===== src/rtl/covmask_pkg.sv =====
package covmask_pkg;

    localparam int MASK_W  = 16;
    localparam int SIDE    = 4;
    localparam int NQUAD   = 4;
    localparam int PIX_W   = $clog2(MASK_W + 1);
    localparam int QUAD_W  = $clog2(NQUAD + 1);

    typedef logic [MASK_W-1:0] cov_mask_t;

    typedef struct packed {
        logic [PIX_W-1:0]  pix;
        logic [QUAD_W-1:0] quads;
    } mask_stat_t;

    // Sub-mask of quad q: q[0] picks the column pair, q[1] picks the row pair.
    function automatic cov_mask_t quad_sel(input int q);
        cov_mask_t m;
        int qr;
        int qc;
        m  = '0;
        qr = q / 2;
        qc = q % 2;
        for (int dr = 0; dr < 2; dr++) begin
            for (int dc = 0; dc < 2; dc++) begin
                m[(2*qr + dr)*SIDE + 2*qc + dc] = 1'b1;
            end
        end
        return m;
    endfunction

    function automatic logic [PIX_W-1:0] count_ones(input cov_mask_t m);
        logic [PIX_W-1:0] c;
        c = '0;
        for (int i = 0; i < MASK_W; i++) begin
            c = c + {{(PIX_W-1){1'b0}}, m[i]};
        end
        return c;
    endfunction

endpackage


===== src/rtl/covmask_popcnt.sv =====
module covmask_popcnt
    import covmask_pkg::*;
(
    input  cov_mask_t          mask,
    output logic [PIX_W-1:0]   pix
);
    always_comb begin
        pix = count_ones(mask);
    end
endmodule


===== src/rtl/covmask_quads.sv =====
module covmask_quads
    import covmask_pkg::*;
(
    input  cov_mask_t           mask,
    output logic [QUAD_W-1:0]   quads
);
    logic [NQUAD-1:0] hit;

    for (genvar q = 0; q < NQUAD; q++) begin : g_quad
        assign hit[q] = |(mask & quad_sel(q));
    end

    always_comb begin
        quads = '0;
        for (int q = 0; q < NQUAD; q++) begin
            quads = quads + {{(QUAD_W-1){1'b0}}, hit[q]};
        end
    end
endmodule


===== src/rtl/covmask_satcnt.sv =====
module covmask_satcnt #(
    parameter int W     = 32,
    parameter int INC_W = 5
) (
    input  logic             clk,
    input  logic             rst,
    input  logic             clr,
    input  logic             add_en,
    input  logic [INC_W-1:0] inc,
    output logic [W-1:0]     cnt
);
    localparam logic [W-1:0] CMAX = {W{1'b1}};

    logic [W:0] sum;

    always_comb begin
        sum = {1'b0, cnt} + {{(W+1-INC_W){1'b0}}, inc};
    end

    always_ff @(posedge clk) begin
        if (rst || clr) begin
            cnt <= '0;
        end else if (add_en) begin
            cnt <= sum[W] ? CMAX : sum[W-1:0];
        end
    end

    // clear empties the counter on the next edge
    p_clear_zero_r9: assert property (@(posedge clk) disable iff (rst)
        clr |=> (cnt == '0));

    // without clear the count never goes down, so it cannot wrap
    p_no_wrap_r8: assert property (@(posedge clk) disable iff (rst)
        !clr |=> (cnt >= $past(cnt)));

    // a full counter stays full
    p_hold_max_r8: assert property (@(posedge clk) disable iff (rst)
        (!clr && cnt == CMAX) |=> (cnt == CMAX));
endmodule


===== src/rtl/covmask_occ_stats.sv =====
module covmask_occ_stats
    import covmask_pkg::*;
#(
    parameter int CNT_W = 32
) (
    input  logic              clk,
    input  logic              rst,
    input  logic              clr,
    input  logic              mask_vld,
    input  logic [15:0]       mask_in,
    output logic              stat_vld,
    output logic [4:0]        stat_pix,
    output logic [2:0]        stat_quads,
    output logic [CNT_W-1:0]  tot_calls,
    output logic [CNT_W-1:0]  tot_pix,
    output logic [CNT_W-1:0]  tot_quads,
    output logic              empty_seen
);
    mask_stat_t cur;
    mask_stat_t held;
    logic       accept;

    covmask_popcnt u_pop (
        .mask (mask_in),
        .pix  (cur.pix)
    );

    covmask_quads u_quad (
        .mask  (mask_in),
        .quads (cur.quads)
    );

    assign accept = mask_vld && !clr;

    always_ff @(posedge clk) begin
        if (rst) begin
            stat_vld <= 1'b0;
            held     <= '0;
        end else begin
            stat_vld <= mask_vld;
            if (mask_vld) begin
                held <= cur;
            end
        end
    end

    assign stat_pix   = held.pix;
    assign stat_quads = held.quads;

    always_ff @(posedge clk) begin
        if (rst || clr) begin
            empty_seen <= 1'b0;
        end else if (mask_vld && mask_in == '0) begin
            empty_seen <= 1'b1;
        end
    end

    covmask_satcnt #(.W(CNT_W), .INC_W(1)) u_calls (
        .clk    (clk),
        .rst    (rst),
        .clr    (clr),
        .add_en (accept),
        .inc    (1'b1),
        .cnt    (tot_calls)
    );

    covmask_satcnt #(.W(CNT_W), .INC_W(PIX_W)) u_pix (
        .clk    (clk),
        .rst    (rst),
        .clr    (clr),
        .add_en (accept),
        .inc    (cur.pix),
        .cnt    (tot_pix)
    );

    covmask_satcnt #(.W(CNT_W), .INC_W(QUAD_W)) u_qd (
        .clk    (clk),
        .rst    (rst),
        .clr    (clr),
        .add_en (accept),
        .inc    (cur.quads),
        .cnt    (tot_quads)
    );

    // one-cycle latency of the per-mask valid
    p_latency_r2: assert property (@(posedge clk) disable iff (rst)
        mask_vld |=> stat_vld);

    // no valid in, no valid out
    p_idle_out_r6: assert property (@(posedge clk) disable iff (rst)
        !mask_vld |=> !stat_vld);

    // idle cycles leave the totals alone
    p_idle_tot_r6: assert property (@(posedge clk) disable iff (rst)
        (!mask_vld && !clr) |=> ($stable(tot_calls) && $stable(tot_pix) && $stable(tot_quads)));

    // a quad needs at least one pixel, so quads never exceed pixels
    p_quads_le_pix_r3: assert property (@(posedge clk) disable iff (rst)
        stat_vld |-> ({2'b00, stat_quads} <= stat_pix));

    // an empty mask reports no quads and has set the flag
    p_empty_flag_r7: assert property (@(posedge clk) disable iff (rst)
        (stat_vld && stat_pix == '0) |-> (stat_quads == '0 && (empty_seen || $past(clr))));

    // the flag only drops on clear
    p_sticky_r7: assert property (@(posedge clk) disable iff (rst)
        (empty_seen && !clr) |=> empty_seen);
endmodule


===== config.mk =====
export PLATFORM = sky130hd
export DESIGN_NAME = covmask_occ_stats
export DESIGN_NICKNAME = d
export VERILOG_FILES = /design/src/rtl/covmask_pkg.sv /design/src/rtl/covmask_popcnt.sv /design/src/rtl/covmask_quads.sv /design/src/rtl/covmask_satcnt.sv /design/src/rtl/covmask_occ_stats.sv
export SDC_FILE = /design/constraint.sdc
export NUM_CORES = 1
export LEC_CHECK = 0
export ABC_CLOCK_PERIOD_IN_PS = 12200
export CAP_MARGIN = 20
export CORE_MARGIN = 2
export CORE_UTILIZATION = 35
export CTS_CLUSTER_SIZE = 12
export DETAILED_ROUTE_END_ITERATION = 8
export PLACE_DENSITY = 0.62
export SYNTH_ARGS = -nofsm -noshare
export SYNTH_HDL_FRONTEND = slang
export SYNTH_SLANG_ARGS = --single-unit

===== constraint.sdc =====
create_clock -name clk -period 12.2 [get_ports clk]
set_clock_uncertainty 0.1 [all_clocks]
set_input_delay 3.05 -clock clk [delete_from_list [all_inputs] [get_ports clk]]
set_output_delay 3.05 -clock clk [all_outputs]
set_load 0.005 [all_outputs]

==> flow_summary.ini, run 1 <==
[min_path]
holdPathEnd = stat_pix[3]
worstHoldStart = stat_pix[3]
min_delay_path_depth = 2
hold_path_class = reg -> reg

[placement]
dpl.hpwl_um = 10900
gp_congestion = 0.820
dp_slack_ns = 3.00
io_buffers = 125

[power_and_ir_drop]
leakage_nw = 2.53
power_mw = 0.849
power_density_nw_per_um2 = 112
vdd_ir_drop_max_mv = 0.0680

[finish]
nFillCells = 1615
regArea_um2 = 2120
num_antenna_cells = 0
postLayoutCoreUtil = 0.460
drive_above_1_share = 0.0635
multi_input_area_um2 = 3470
area_delta_synth_final_pct = 29.0
fin_nets = 833

[clocking]
clkTransAtPathRegs_ns = 0.07
postCtsSetupRepairBufs = 0
htree_levels = 3
cts_made_buffers = 9
clk_latency_ns = 0.36
cts_resized = 0
clock_path_buffers = 2
clock-sinks = 106
ctsHoldBuffers = 0
root_buffer = clkbuf_16
cts_tree = yes

[timing]
rsz0062_at_grt = false
worst_pin_slew_ns = 1.10
finalHoldViolCount = 0
relSlewSlack = 0.264
fmax_ghz = 0.112
setup_tns_ns = 0
fin_ws_ns = 3.31
min_period_ns = 8.89
slew_violations = 0
setup_viol = 0
fin_crit_sh = 0.729

[outcome]
status = complete, no violations

[worst_setup_path]
rr_startpoint = u_qd.cnt[0]
crit_fanout = 9
end_kind = flip-flop
critPathKind = in -> reg
ff2ff_path_depth = 8
startpoint_type = input pin
rrSetupSlack_ns = 9.09
crit_required_ns = 12.33
reg2reg_to = u_qd.cnt[22]
cp.arrival_ns = 9.02

[yosys]
yosysSeqAreaShare = 0.360
synth_seq_cells = 106
syn_nets = 731
synth_ff_type = dfxtp_1
syn_area_per_cell_um2 = 8.66
synth_area_um2 = 5890
netlist_instances = 680
ys_types = 56
synthArstFlopShare = 0
synth-edff-count = 0
yosysWarnings = 0

[die]
die_h_um = 134
fp-row-count = 47
die_area_um2 = 17900
core_um2 = 16500
start_util = 0.356
die_x_um = 134
num_io_pins = 126

[drt]
wirelength_um = 15400
via_count = 5307
via_per_inst = 5.27
wl_per_cell_um = 15.3
drt_iter0_markers = 282
firstDrtPassIters = 5
drc = 0
antenna_left = 0

[run]
drv_cap = 0

[grt]
antenna_found_initial = 0
grt_use_total = 0.174
grt_pass1_wl_um = 25500
grt_max_degree = 66
first_global_vias = 4896
overflow = 0
critical path, stage by stage:
cell and delay (ns):
clkdlybuf4s50_1 0.49, inv_1 0.05, ha_1 0.27, inv_1 0.06, fa_1 0.44, fa_1 0.50, fa_1 0.54, fa_1 0.43
fa_1 0.41, fa_1 0.41, xnor2_1 0.21, ha_1 0.31, nor2b_1 0.18, o31ai_1 0.86, a21oi_1 0.33, nand3_1 0.38
nand2_1 0.09
registers in the layout, summed over array words and instances, names as in the netlist:
| name | count |
|---|---|
| stat_vld | 1 |
| u_calls.cnt | 32 |
| stat_pix | 5 |
| stat_quads | 3 |
| u_qd.cnt | 32 |
| u_pix.cnt | 32 |
| empty_seen | 1 |
Yosys cell counts, types with 12 or more instances:
master | count | area share
fa_1 | 13 | 0.044
and2_1 | 12 | 0.013
nand4_1 | 23 | 0.024
nand3_1 | 33 | 0.028
xor2_1 | 23 | 0.034
a21oi_1 | 65 | 0.055
nor4_1 | 20 | 0.021
inv_1 | 36 | 0.023
nor2_1 | 39 | 0.025
xnor2_1 | 40 | 0.059
clkbuf_1 | 31 | 0.020
nand2_1 | 46 | 0.029
nor3_1 | 22 | 0.019
ha_1 | 18 | 0.038
mux2i_1 | 12 | 0.020
dfxtp_1 | 106 | 0.36
per-stage QoR:
step | cell area (um^2) | cells | hold slack, ns
after floorplan | 5890 | 680 | 0.360
after global placement | 7290 | 990 | 0.354
after detailed placement | 7310 | 991 | 0.359
after CTS | 7600 | 1007 | 0.370
after global routing | 7600 | 1007 | 0.390
final | 7600 | 1007 | 0.365
worst max-delay path by stage:
stage                     from       endpoint  slack, ns  cells after the start
floorplan           mask_in[0]  u_pix.cnt[19]       3.94                     19
global placement    mask_in[0]  u_pix.cnt[30]       3.08                     17
detailed placement  mask_in[0]  u_pix.cnt[28]       3.00                     17
CTS                 mask_in[0]  u_pix.cnt[28]       3.37                     17
global route        mask_in[1]  u_pix.cnt[27]       3.00                     17
finish              mask_in[0]  u_pix.cnt[28]       3.31                     17
cell families (layout without fill, tap and decap cells):
logic type               count (synthesis)  in the layout  share of synthesized area
AND/OR/NAND/NOR                        244            244                      0.224
AO/OA/AOI/OAI                          147            147                      0.168
flip-flops                             106            106                      0.360
buffers and inverters                   77            184                     0.0514
XOR/XNOR                                63             63                     0.0937
adder cells (fa/ha/maj)                 31             31                     0.0824
multiplexers                            12             12                     0.0204
metal layers:
metal,vias to the layer above,GRT usage,share of wire
met1,2503,0.251,0.50
met5,-,0,0
met2,125,0.253,0.43
li1,2659,-,-
met4,0,0.0656,0.019
met3,20,0.0373,0.054
placed cells by master, fill, tap and decap left out, types with 4 or more instances in the layout:
cell type,synthesis,routed
inv_1,36,36
nand4_1,23,23
nor4b_1,4,4
nand2_1,46,46
a2111oi_0,6,6
nor4_1,20,20
a31oi_1,10,10
a211oi_1,7,7
nor2_1,39,39
or3_1,5,5
dfxtp_1,106,106
buf_4,0,5
a21o_1,5,5
and3_1,8,8
clkdlybuf4s50_1,0,125
o21a_1,4,4
mux2i_1,12,12
and4_1,11,11
o21ai_0,11,11
clkbuf_16,0,9
o221a_2,8,8
xor2_1,23,23
a21oi_2,10,10
nor3_1,22,22
nand3_1,33,33
xnor2_1,40,40
ha_1,18,18
and2_1,12,12
fa_1,13,13
a21oi_1,65,65
area by class of cell:
class,instances,area share
Multi-Input combinational cell,497,0.456
Sequential cell,106,0.279
Timing Repair Buffer,131,0.172
Tap cell,220,0.0362
Clock buffer,12,0.0338
Inverter,37,0.0183
Clock inverter,4,0.00428
power breakdown:
group          internal (mW)  leakage, nW  total, mW  switching [mW]
combinational         0.0955         1.53      0.202           0.106
clock                  0.152        0.141      0.289           0.137
sequential             0.354        0.856      0.359         0.00514
total                  0.601         2.53      0.849           0.248
Power figures use the tool's default switching activity.
==> run 2, diff against run 1 <==
--- a/config.mk
+++ b/config.mk
@@ -5,13 +5,13 @@
 export SDC_FILE = /design/constraint.sdc
 export NUM_CORES = 1
 export LEC_CHECK = 0
-export ABC_CLOCK_PERIOD_IN_PS = 12200
+export ABC_CLOCK_PERIOD_IN_PS = 7600
 export CAP_MARGIN = 20
 export CORE_MARGIN = 2
 export CORE_UTILIZATION = 35
 export CTS_CLUSTER_SIZE = 12
 export DETAILED_ROUTE_END_ITERATION = 8
-export PLACE_DENSITY = 0.62
+export PLACE_DENSITY = 0.64
 export SYNTH_ARGS = -nofsm -noshare
 export SYNTH_HDL_FRONTEND = slang
 export SYNTH_SLANG_ARGS = --single-unit
==> constraint.sdc (replaced) <==
create_clock -name clk -period 7.6 [get_ports clk]
set_clock_uncertainty 0.1 [all_clocks]
set_input_delay 1.9 -clock clk [delete_from_list [all_inputs] [get_ports clk]]
set_output_delay 1.9 -clock clk [all_outputs]
set_load 0.005 [all_outputs]
==> run 2 against run 1 <==
  * Worst hold slack improved by 0.012 ns
  * Design area increased by 1.7%
  * Non-clock buffer count increased by 18
  * Wire length increased by 0.84%
  * Critical path type unchanged
==> flow_summary.ini, run 2 (synthesis gave the netlist of run 1 again) <==
[timing]
rsz0062_at_grt = false
fin_ws_ns = 0.281
slew_violations = 0
fmax_ghz = 0.137
min_period_ns = 7.32
fin_hold_ws_ns = 0.378
setup_viol = 0
relSlewSlack = 0.299
worst_pin_slew_ns = 1.05
fin_crit_sh = 0.963
finalHoldViolCount = 0

[worst_setup_path]
rrSetupSlack_ns = 4.71
path_delay_family = adder cells
reg2reg_to = u_qd.cnt[0]
startpoint_type = input pin
crit_fanout = 12
cpPeakStageDelay_ns = 0.67
ff2ff_path_depth = 5
cp.arrival_ns = 7.50
cpMostUsedCell = fa_1
cp_num_cells = 17
cp-startpoint = mask_in[0]
cp_num_buf_inv = 4
crit_end = u_pix.cnt[5]
path_cells = clkdlybuf4s50_1, inv_1, ha_1, inv_1, fa_1, fa_1, fa_1, fa_1, fa_1, fa_1, fa_1, nor2b_1, o31ai_1, buf_4, a21o_1, or4_4, a31oi_1
rr_startpoint = u_qd.cnt[5]
critPathKind = in -> reg
end_kind = flip-flop
crit_required_ns = 7.78
crit_slowest_cell = or4_4

[finish]
top_regs = u_calls.cnt x32, u_pix.cnt x32, u_qd.cnt x32
num_antenna_cells = 0
regArea_um2 = 2120
stdcell_area_um2 = 7720
drive_above_1_share = 0.0822
fin_nets = 851
fin_cells = 1023
multi_input_area_um2 = 3470
final_common_cell = clkdlybuf4s50_1
nFillCells = 1583
area_delta_synth_final_pct = 31.1
final_cell_mix = 125 x clkdlybuf4s50_1, 106 x dfxtp_1, 65 x a21oi_1

[placement]
gp_congestion = 0.805
dp.cells = 1008
placed_area_um2 = 7430
io_buffers = 125
dpl.hpwl_um = 11000
dp_slack_ns = -0.0604

[outcome]
status = complete, no violations

[die]
start_util = 0.356
core_um2 = 16500
num_io_pins = 126
die_x_um = 134
die_h_um = 134
fp-row-count = 47
die_area_um2 = 17900

[clocking]
cts_resized = 0
clock_path_buffers = 2
postCtsSetupRepairBufs = 0
cts_made_buffers = 9
root_buffer = clkbuf_16
clock-sinks = 106
clkTransAtPathRegs_ns = 0.07
htree_levels = 3
clk_latency_ns = 0.35
cts_tree = yes
ctsHoldBuffers = 0

[min_path]
hold_path_class = reg -> reg
worstHoldStart = empty_seen

[grt]
grt_max_degree = 46
overflow = 0
antenna_found_initial = 0
grt_use_total = 0.175
grt_pass1_wl_um = 25700
first_global_vias = 4961

[drt]
wl_per_cell_um = 15.2
via_count = 5302
antenna_left = 0
wl_met3_um = 667
firstDrtPassIters = 4
via_per_inst = 5.18
drt_iter0_markers = 249
highest_layer = met4
met1Wirelength_um = 7860
wirelength_um = 15500
wl_met2_um = 6830
drc = 0

[power_and_ir_drop]
power_mw = 1.40
power_density_nw_per_um2 = 182
vdd_ir_drop_max_mv = 0.111
leakage_nw = 2.61

[run]
drv_cap = 0
-- run 2: changes by cell type in the layout (fill, tap and decap cells not counted) --
cell,before,now
buf_4,5,23
clkbuf_8,2,0
clkinv_4,0,1
bufinv_16,0,1
inv_8,1,0
clkinvlp_4,1,0
-- run 2: layer usage --
layer  track usage  vias up
met5             0        -
met4        0.0449        0
met3        0.0388       15
met2         0.256      106
met1         0.258     2495
li1              -     2686
-- run 2: stage by stage --
stage,setup TNS (ns),util
CTS,0,0.466
global placement,-0.0216,0.449
finish,0,0.467
global route,0,0.467
floorplan,0,-
detailed placement,-0.591,0.449
-- run 2: worst min path at each step --
stage,endpoint,depth (start not counted)
2_1_floorplan,empty_seen,2
3_3_place_gp,empty_seen,2
3_5_place_dp,empty_seen,2
4_1_cts,empty_seen,2
5_1_grt,stat_pix[1],2
6_report,empty_seen,2
-- run 2: cell type report --
type                       instances  share of cell area
clock buffer                      10              0.0296
timing repair buffer             149               0.186
multi-input combinational        497               0.449
clock inverter                     4             0.00680
tap                              220              0.0356
inverter                          37              0.0180
sequential                       106               0.275
-- run 2: tightest hold or removal path, stage by stage (launching register included) --
cell	delay [ns]
dfxtp_1	0.34
a21oi_1	0.04
nor2_1	0.07
-- run 2: power by group --
part           total, mW  internal, mW  switching (mW)
Combinational      0.358         0.178           0.180
Clock              0.469         0.254           0.215
Sequential         0.577         0.568         0.00939
